$ cat src/rtl/alu_vc_pkg.sv
// Package alu_vc_pkg
// Holds the shared operand width, the select-range boundaries, the class
// of operation for each code, and the decode function from code to class.
// Assumes a 4-bit select word read as an unsigned number.
package alu_vc_pkg;

    localparam int OPND_W = 4;
    localparam int SEL_W  = 4;
    localparam int RES_W  = 2 * OPND_W;

    // Range boundaries; the order of the ranges is behaviour.
    localparam logic [SEL_W-1:0] ADD_LAST = 4'd3;
    localparam logic [SEL_W-1:0] MUL_LAST = 4'd12;
    localparam logic [SEL_W-1:0] AND_CODE = 4'd13;
    localparam logic [SEL_W-1:0] OR_CODE  = 4'd14;

    typedef enum logic [2:0] {
        CLS_SUM  = 3'd0,
        CLS_PROD = 3'd1,
        CLS_AND  = 3'd2,
        CLS_OR   = 3'd3,
        CLS_INV  = 3'd4
    } op_class_e;

    // Maps one select code to the class of operation it picks.
    function automatic op_class_e decode_sel(input logic [SEL_W-1:0] code);
        if (code <= ADD_LAST)      return CLS_SUM;
        else if (code <= MUL_LAST) return CLS_PROD;
        else if (code == AND_CODE) return CLS_AND;
        else if (code == OR_CODE)  return CLS_OR;
        else                       return CLS_INV;
    endfunction

endpackage

$ cat src/rtl/rca_add.sv
// Module rca_add
// Ripple-carry adder of N bits built from a chain of full-adder cells.
// Assumes N >= 1. Gives an N-bit sum and the carry out of the top cell.
module rca_add #(
    parameter int N = 4
) (
    input  logic [N-1:0] x,
    input  logic [N-1:0] y,
    input  logic         cin,
    output logic [N-1:0] sum,
    output logic         cout
);

    logic [N:0] carry;

    // Feeds the incoming carry into the bottom of the chain.
    assign carry[0] = cin;

    generate
        for (genvar i = 0; i < N; i++) begin : g_cell
            // One full-adder cell: sum bit and its carry to the next cell.
            always_comb begin
                sum[i]     = x[i] ^ y[i] ^ carry[i];
                carry[i+1] = (x[i] & y[i]) | (carry[i] & (x[i] ^ y[i]));
            end
        end
    endgenerate

    // Brings out the carry of the top cell.
    assign cout = carry[N];

endmodule

$ cat src/rtl/vc_mul.sv
// Module vc_mul
// Unsigned W x W multiplier built the vertical-and-crosswise way.
// Each operand is split into halves. The four half products are formed in
// parallel, the two cross products are added, and that sum is then added,
// shifted by one half, onto {high*high, low*low}. The build recurses to a
// 2x2 cell. Assumes W is a power of two of at least 2. spill is the carry
// out of the last adder and stays zero because a product fits in 2W bits.
module vc_mul #(
    parameter int W = 4
) (
    input  logic [W-1:0]   a,
    input  logic [W-1:0]   b,
    output logic [2*W-1:0] p
);

    logic spill;

    generate
        if (W == 2) begin : g_base
            logic cross_k;

            // 2x2 cell: vertical bit 0, crosswise bit 1, then the top pair.
            always_comb begin
                p[0]    = a[0] & b[0];
                p[1]    = (a[1] & b[0]) ^ (a[0] & b[1]);
                cross_k = (a[1] & b[0]) & (a[0] & b[1]);
                p[2]    = (a[1] & b[1]) ^ cross_k;
                p[3]    = (a[1] & b[1]) & cross_k;
                spill   = 1'b0;
            end
        end else begin : g_split
            localparam int H   = W / 2;
            localparam int PAD = 2 * W - (W + 1) - H;

            logic [W-1:0]   pp_ll;
            logic [W-1:0]   pp_lh;
            logic [W-1:0]   pp_hl;
            logic [W-1:0]   pp_hh;
            logic [W-1:0]   cross_sum;
            logic           cross_co;
            logic [2*W-1:0] outer;
            logic [2*W-1:0] cross_sh;

            vc_mul #(.W(H)) u_ll (.a(a[H-1:0]), .b(b[H-1:0]), .p(pp_ll));
            vc_mul #(.W(H)) u_lh (.a(a[H-1:0]), .b(b[W-1:H]), .p(pp_lh));
            vc_mul #(.W(H)) u_hl (.a(a[W-1:H]), .b(b[H-1:0]), .p(pp_hl));
            vc_mul #(.W(H)) u_hh (.a(a[W-1:H]), .b(b[W-1:H]), .p(pp_hh));

            rca_add #(.N(W)) u_cross (
                .x(pp_lh), .y(pp_hl), .cin(1'b0),
                .sum(cross_sum), .cout(cross_co)
            );

            // Lines up the outer products and the shifted cross sum.
            always_comb begin
                outer    = {pp_hh, pp_ll};
                cross_sh = {{PAD{1'b0}}, cross_co, cross_sum, {H{1'b0}}};
            end

            rca_add #(.N(2*W)) u_final (
                .x(outer), .y(cross_sh), .cin(1'b0),
                .sum(p), .cout(spill)
            );
        end
    endgenerate

endmodule

$ cat src/rtl/logic_unit.sv
// Module logic_unit
// Bitwise AND, OR, and inversion of the first operand, computed side by side.
// Assumes equal operand widths. The inversion reads only a.
module logic_unit #(
    parameter int W = 4
) (
    input  logic [W-1:0] a,
    input  logic [W-1:0] b,
    output logic [W-1:0] f_and,
    output logic [W-1:0] f_or,
    output logic [W-1:0] f_inv
);

    // Forms the three bitwise results at once.
    always_comb begin
        f_and = a & b;
        f_or  = a | b;
        f_inv = ~a;
    end

endmodule

$ cat src/rtl/alu_vc_mux.sv
// Module alu_vc_mux
// Top of the combinational ALU. The adder, the vertical-and-crosswise
// multiplier and the logic unit all see the operands at once. The select
// code is decoded into ranges and drives one output multiplexer.
// Assumes unsigned operands. Narrow results are zero-extended.
module alu_vc_mux
    import alu_vc_pkg::*;
#(
    parameter int DW = OPND_W
) (
    input  logic [DW-1:0]    opnd_a,
    input  logic [DW-1:0]    opnd_b,
    input  logic [SEL_W-1:0] sel,
    output logic [2*DW-1:0]  result
);

    localparam int RW  = 2 * DW;
    localparam int SUM_PAD = RW - DW - 1;
    localparam int LOG_PAD = RW - DW;

    logic [DW-1:0] add_sum;
    logic          add_co;
    logic [RW-1:0] mul_p;
    logic [DW-1:0] lg_and;
    logic [DW-1:0] lg_or;
    logic [DW-1:0] lg_inv;
    op_class_e     op_cls;

    rca_add #(.N(DW)) u_add (
        .x(opnd_a), .y(opnd_b), .cin(1'b0),
        .sum(add_sum), .cout(add_co)
    );

    vc_mul #(.W(DW)) u_mul (.a(opnd_a), .b(opnd_b), .p(mul_p));

    logic_unit #(.W(DW)) u_logic (
        .a(opnd_a), .b(opnd_b),
        .f_and(lg_and), .f_or(lg_or), .f_inv(lg_inv)
    );

    // Turns the select code into its class of operation.
    assign op_cls = decode_sel(sel);

    // Output multiplexer: passes the result of the chosen class.
    always_comb begin
        case (op_cls)
            CLS_SUM:  result = {{SUM_PAD{1'b0}}, add_co, add_sum};
            CLS_PROD: result = mul_p;
            CLS_AND:  result = {{LOG_PAD{1'b0}}, lg_and};
            CLS_OR:   result = {{LOG_PAD{1'b0}}, lg_or};
            default:  result = {{LOG_PAD{1'b0}}, lg_inv};
        endcase
    end

endmodule

$ cat config.mk
export PLATFORM = sky130hd
export DESIGN_NAME = alu_vc_mux
export DESIGN_NICKNAME = d
export VERILOG_FILES = /design/src/rtl/alu_vc_pkg.sv /design/src/rtl/rca_add.sv /design/src/rtl/vc_mul.sv /design/src/rtl/logic_unit.sv /design/src/rtl/alu_vc_mux.sv
export SDC_FILE = /design/constraint.sdc
export NUM_CORES = 1
export LEC_CHECK = 0
export CORE_AREA = 2 2 39 41
export DETAILED_ROUTE_END_ITERATION = 6
export DIE_AREA = 0 0 41 43
export DONT_BUFFER_PORTS = 1
export PLACE_DENSITY = 0.7
export SLEW_MARGIN = 30
export SYNTH_ARGS = -nofsm -noshare
export SYNTH_HDL_FRONTEND = slang
export SYNTH_SLANG_ARGS = --single-unit
$ cat constraint.sdc
create_clock -name vclk -period 6.23
set_input_delay 0 -clock vclk [all_inputs]
set_output_delay 0 -clock vclk [all_outputs]
set_load 0.01 [all_outputs]
## Word-level counts from Yosys, hierarchy flattened

Index checks and enable logic that the tools add are counted.

- Memories kept: 0
- Register bits: 0
- Memory bits (read-only): 0
- Latch bits: 0
- Bits in writable memories: 0
- Logic and storage cells: 101

- Reductions and logical operators: 1
- Divide/modulo/power cells: 0
- Magnitude comparators: 2
- Multipliers: 0
- Equality and inequality tests: 5
- Muxes and demuxes: 5
- Shift-type cells: 0
- Bitwise gates (word level): 88
- $add $sub $neg: 0

Operators by type and width:

| kind | count |
|---|---|
| $and 1x1->1 | 43 |
| $pmux 8 s4 | 1 |
| $xor 1x1->1 | 32 |
| $mux 3 | 4 |
| $or 1x1->1 | 10 |
| $eq 4x4->1 const B | 2 |
| $eq 3x2->1 const B | 2 |
| $and 4x4->4 | 1 |
| $le 4x2->1 const B | 1 |
| $le 4x4->1 const B | 1 |
| $not 4->4 | 1 |
| $or 4x4->4 | 1 |
| $eq 3x1->1 const B | 1 |
| $logic_not 3->1 | 1 |

## Logic depth before layout (Yosys ltp)

- Depth after elaboration: 15
- Mapped depth: 12
- Depth with buffers taken out: 12

## Hierarchy

A second synthesis with hierarchy kept.

- Cells, all modules: 130
- Area total of the unflattened synthesis: 999.7 sq um

Modules (own cells, without submodules):

| module | cells each | area each (sq um) | instances | seq. area each (sq um) |
|---|---|---|---|---|
| alu_vc_mux | 47 | 295.3 | 1 | 0.0 |
| rca_add (u_add ...) | 14 | 117.6 | 2 | 0.0 |
| vc_mul (u_mul.g_split.u_hh ...) | 6 | 50.0 | 4 | 0.0 |
| rca_add (u_mul.g_split.u_final) | 18 | 197.7 | 1 | 0.0 |
| logic_unit | 12 | 67.6 | 1 | 0.0 |
| vc_mul (u_mul) | 1 | 3.8 | 1 | 0.0 |

## Worst setup path after synthesis

No wires, ideal clock.

- Kind: in2out
- Start: input port opnd_a[1]
- End: output port result[7]
- Setup slack: 3,401 ps
- Cell stages on the path: 10
- Buffers on the path: 0
- Arrival: 2,829 ps
- Required time: 6,230 ps
- Cells stage by stage: inv_1 -> nor2_1 -> ha_1 -> fa_1 -> fa_1 -> fa_1 -> fa_1 -> fa_1 -> xor2_1 -> and2_1

- Word-level cells in the longest chain between the ends: 15
- Elaborated cells between the ends (all ways): 45

RTL lines:

| what | RTL line | text |
|---|---|---|
| start, declared | alu_vc_mux.sv:11 | `input logic [DW-1:0] opnd_a,` |
| $and 1x1->1 | vc_mul.sv:25, vc_mul.sv:26 |  |
| $xor 1x1->1 | vc_mul.sv:25 | `p[1] = (a[1] & b[0]) ^ (a[0] & b[1]);` |
| $xor 1x1->1 | rca_add.sv:23, rca_add.sv:24 |  |
| $xor 1x1->1 / $and 1x1->1 (equally long branches) | rca_add.sv:23, rca_add.sv:24 |  |
| $xor 1x1->1 / $or 1x1->1 (equally long branches) | rca_add.sv:24 | `carry[i+1] = (x[i] & y[i]) \| (carry[i] & (x[i] ^ y[i]));` |
| $and 1x1->1 / $xor 1x1->1 (equally long branches) | rca_add.sv:24, rca_add.sv:23 |  |
| $or 1x1->1 / $xor 1x1->1 (equally long branches) | rca_add.sv:24 |  |
| $and 1x1->1 / $xor 1x1->1 (equally long branches) | rca_add.sv:24, rca_add.sv:23 |  |
| $or 1x1->1 / $xor 1x1->1 (equally long branches) | rca_add.sv:24 |  |
| $and 1x1->1 | rca_add.sv:24 |  |
| $or 1x1->1 | rca_add.sv:24 |  |
| $and 1x1->1 | rca_add.sv:24 |  |
| $or 1x1->1 * | rca_add.sv:24 |  |
| $xor 1x1->1 * | rca_add.sv:23 | `sum[i] = x[i] ^ y[i] ^ carry[i];` |
| $pmux 8 s4 * | alu_vc_mux.sv:46 | `case (op_cls)` |
| end, declared | alu_vc_mux.sv:14 | `output logic [2*DW-1:0] result` |

Mark *: on every way between the ends. The rest lies on a longest branch, timed or not.

## Worst setup path in the final report

Same ends and word-level chain as after synthesis.

==> metrics.cfg <==
[clocking]
cts_resized = 0
cts_hold_buf = 0
post_cts_buffers = 0

[placement]
placed_area_um2 = 787.0
io_buffer_count = 0
routabilityCongestion = 0.8248
pre_cts_slack_ns = 3.257
dp_hpwl_um = 1363

[pwr]
p_total_mw = 0.05649
peakVddDrop_v = 0.00003909
cellLeakagePower_nw = 0.4214
powerDensity_nw_per_um2 = 71.78

[synthesis]
yosysUniqueCellTypes = 25
yosysWarnings = 0
yosysTopAreaCell = ha_1
synth_area_leaders = ha_1, fa_1, inv_1
seq_area_frac_synth_pct = 0
syn_inst = 90
synth_top_area_share_pct = 28.80
syn_nets = 130
netlist_area_um2 = 782.0
avgSynthCellArea_um2 = 8.689

[finish]
nets = 130
syn_to_final_growth_pct = 0.6400
nFlopsAndLatches = 0
nClkBuffers = 0
regArea_um2 = 0
antennaDiodeCount = 0
layout_common_cells = ha_1, inv_1, nor2_1, fa_1, nor2b_1
drive_above_1_share_pct = 4.545
final_common_cell = ha_1
fin_util_pct = 56.87
fin_area_um2 = 787.0

[sta]
finalSetupTns_ns = 0
fmax_mhz = 339.5
drv_slew = 0
maxSlewHeadroom_pct = 80.71
final_hold_viol_count = 0
setup_violations = 0
rsz0062_at_grt = false
min_period_over_period_pct = 47.28
setup_slack_ns = 3.284
tightestPinTransition_ns = 0.2891
layout_min_cycle_time_ns = 2.946

[die]
core_um2 = 1384
die-area_um2 = 1763
rows = 14
io_pins = 20
initial_core_util_pct = 56.51
die_h_um = 43
die_w_um = 41

[route]
drcViolationCount = 0
vias = 612
drt-pass1-iter-count = 4
via_per_inst = 5.885
wire_per_inst_um = 14.47
drt_first_iter_violations = 14
finalWirelength_um = 1505
antenna_left = 0

[global_routing]
grt_pass1_wl_um = 2387
grt_max_degree = 14
grtUsageTotal_pct = 19.16
antenna_found_initial = 0
grt-ovfl-total = 0
grt_pass1_vias = 567

[critical_path]
cp_cell_sequence = inv_1 -> nor2_1 -> ha_1 -> fa_1 -> fa_1 -> fa_1 -> fa_1 -> fa_1 -> xor2_1 -> and2_1
path_delay_family = adder cells
crit_cells = 10
crit_fanout = 4
cp-start-kind = primary input
slowest_delay_ns = 0.51
cp-end-kind = output pin
required_ns = 6.23
slowest_stage = fa_1
path_buf_inv = 1
worstPathArrival_ns = 2.95
cp_common_cell = fa_1
critical_path_class = in -> out

[worst_hold_path]
hold_path_class = in -> out
whs_path_depth = 1

[flow_run]
drv_cap = 0

[status]
status = finished, final reports clean

-- cells by family (layout without fill, tap and decap cells) --
| family | count (synthesis) | count (layout) | synth area share, % |
|---|---|---|---|
| AOI/OAI and AO/OA | 16 | 16 | 15.84 |
| adders and majority gates | 28 | 28 | 54.40 |
| and+or+nand+nor | 29 | 29 | 20.00 |
| buffers and inverters | 16 | 14 | 8.639 |
| xor gates and xnor gates | 1 | 1 | 1.120 |
-- through the flow --
step | hold slack, ns | cells
finish | 0.08479 | 104
global route | 0.09393 | 104
CTS | 0.08653 | 104
detailed placement | 0.08637 | 104
global placement | 0.08350 | 104
floorplan | 0.07143 | 90
-- cells in the mapped netlist, drive strengths merged --
cell	count
a21oi	3
a221oi	1
a222oi	2
a22o	1
a22oi	3
a31o	1
a32oi	1
and2	3
and3	2
and4	1
and4b	1
buf	2
fa	10
ha	18
inv	14
nand2	2
nand2b	3
nor2	13
nor2b	4
o2111ai	1
o21a	1
o21ai	2
xor2	1
-- metal layers --
metal	vias to the layer above	wire length [um]	global-route usage (%)
li1	302	-	-
met1	297	634	24.66
met2	13	801	35.94
met3	0	68	0
met4	0	0	0
met5	-	0	0
-- area by class of cell --
cell class	count	area (um^2)
fill	146	596.8
inverter	14	52.55
multi-input combinational	74	714.4
tap	16	20.02
-- report_power, final --
part | total (mW) | internal [mW] | leakage (nW) | switching, mW
Combinational | 0.0565 | 0.0252 | 0.421 | 0.0313
Clock | 0 | 0 | 0 | 0
Sequential | 0 | 0 | 0 | 0
-- path summary, 6_finish.rpt --
path,endpoint,start
hold / removal,result[0],opnd_a[0]
setup / recovery,result[7],opnd_a[1]
(Power assumes the default switching activity.)
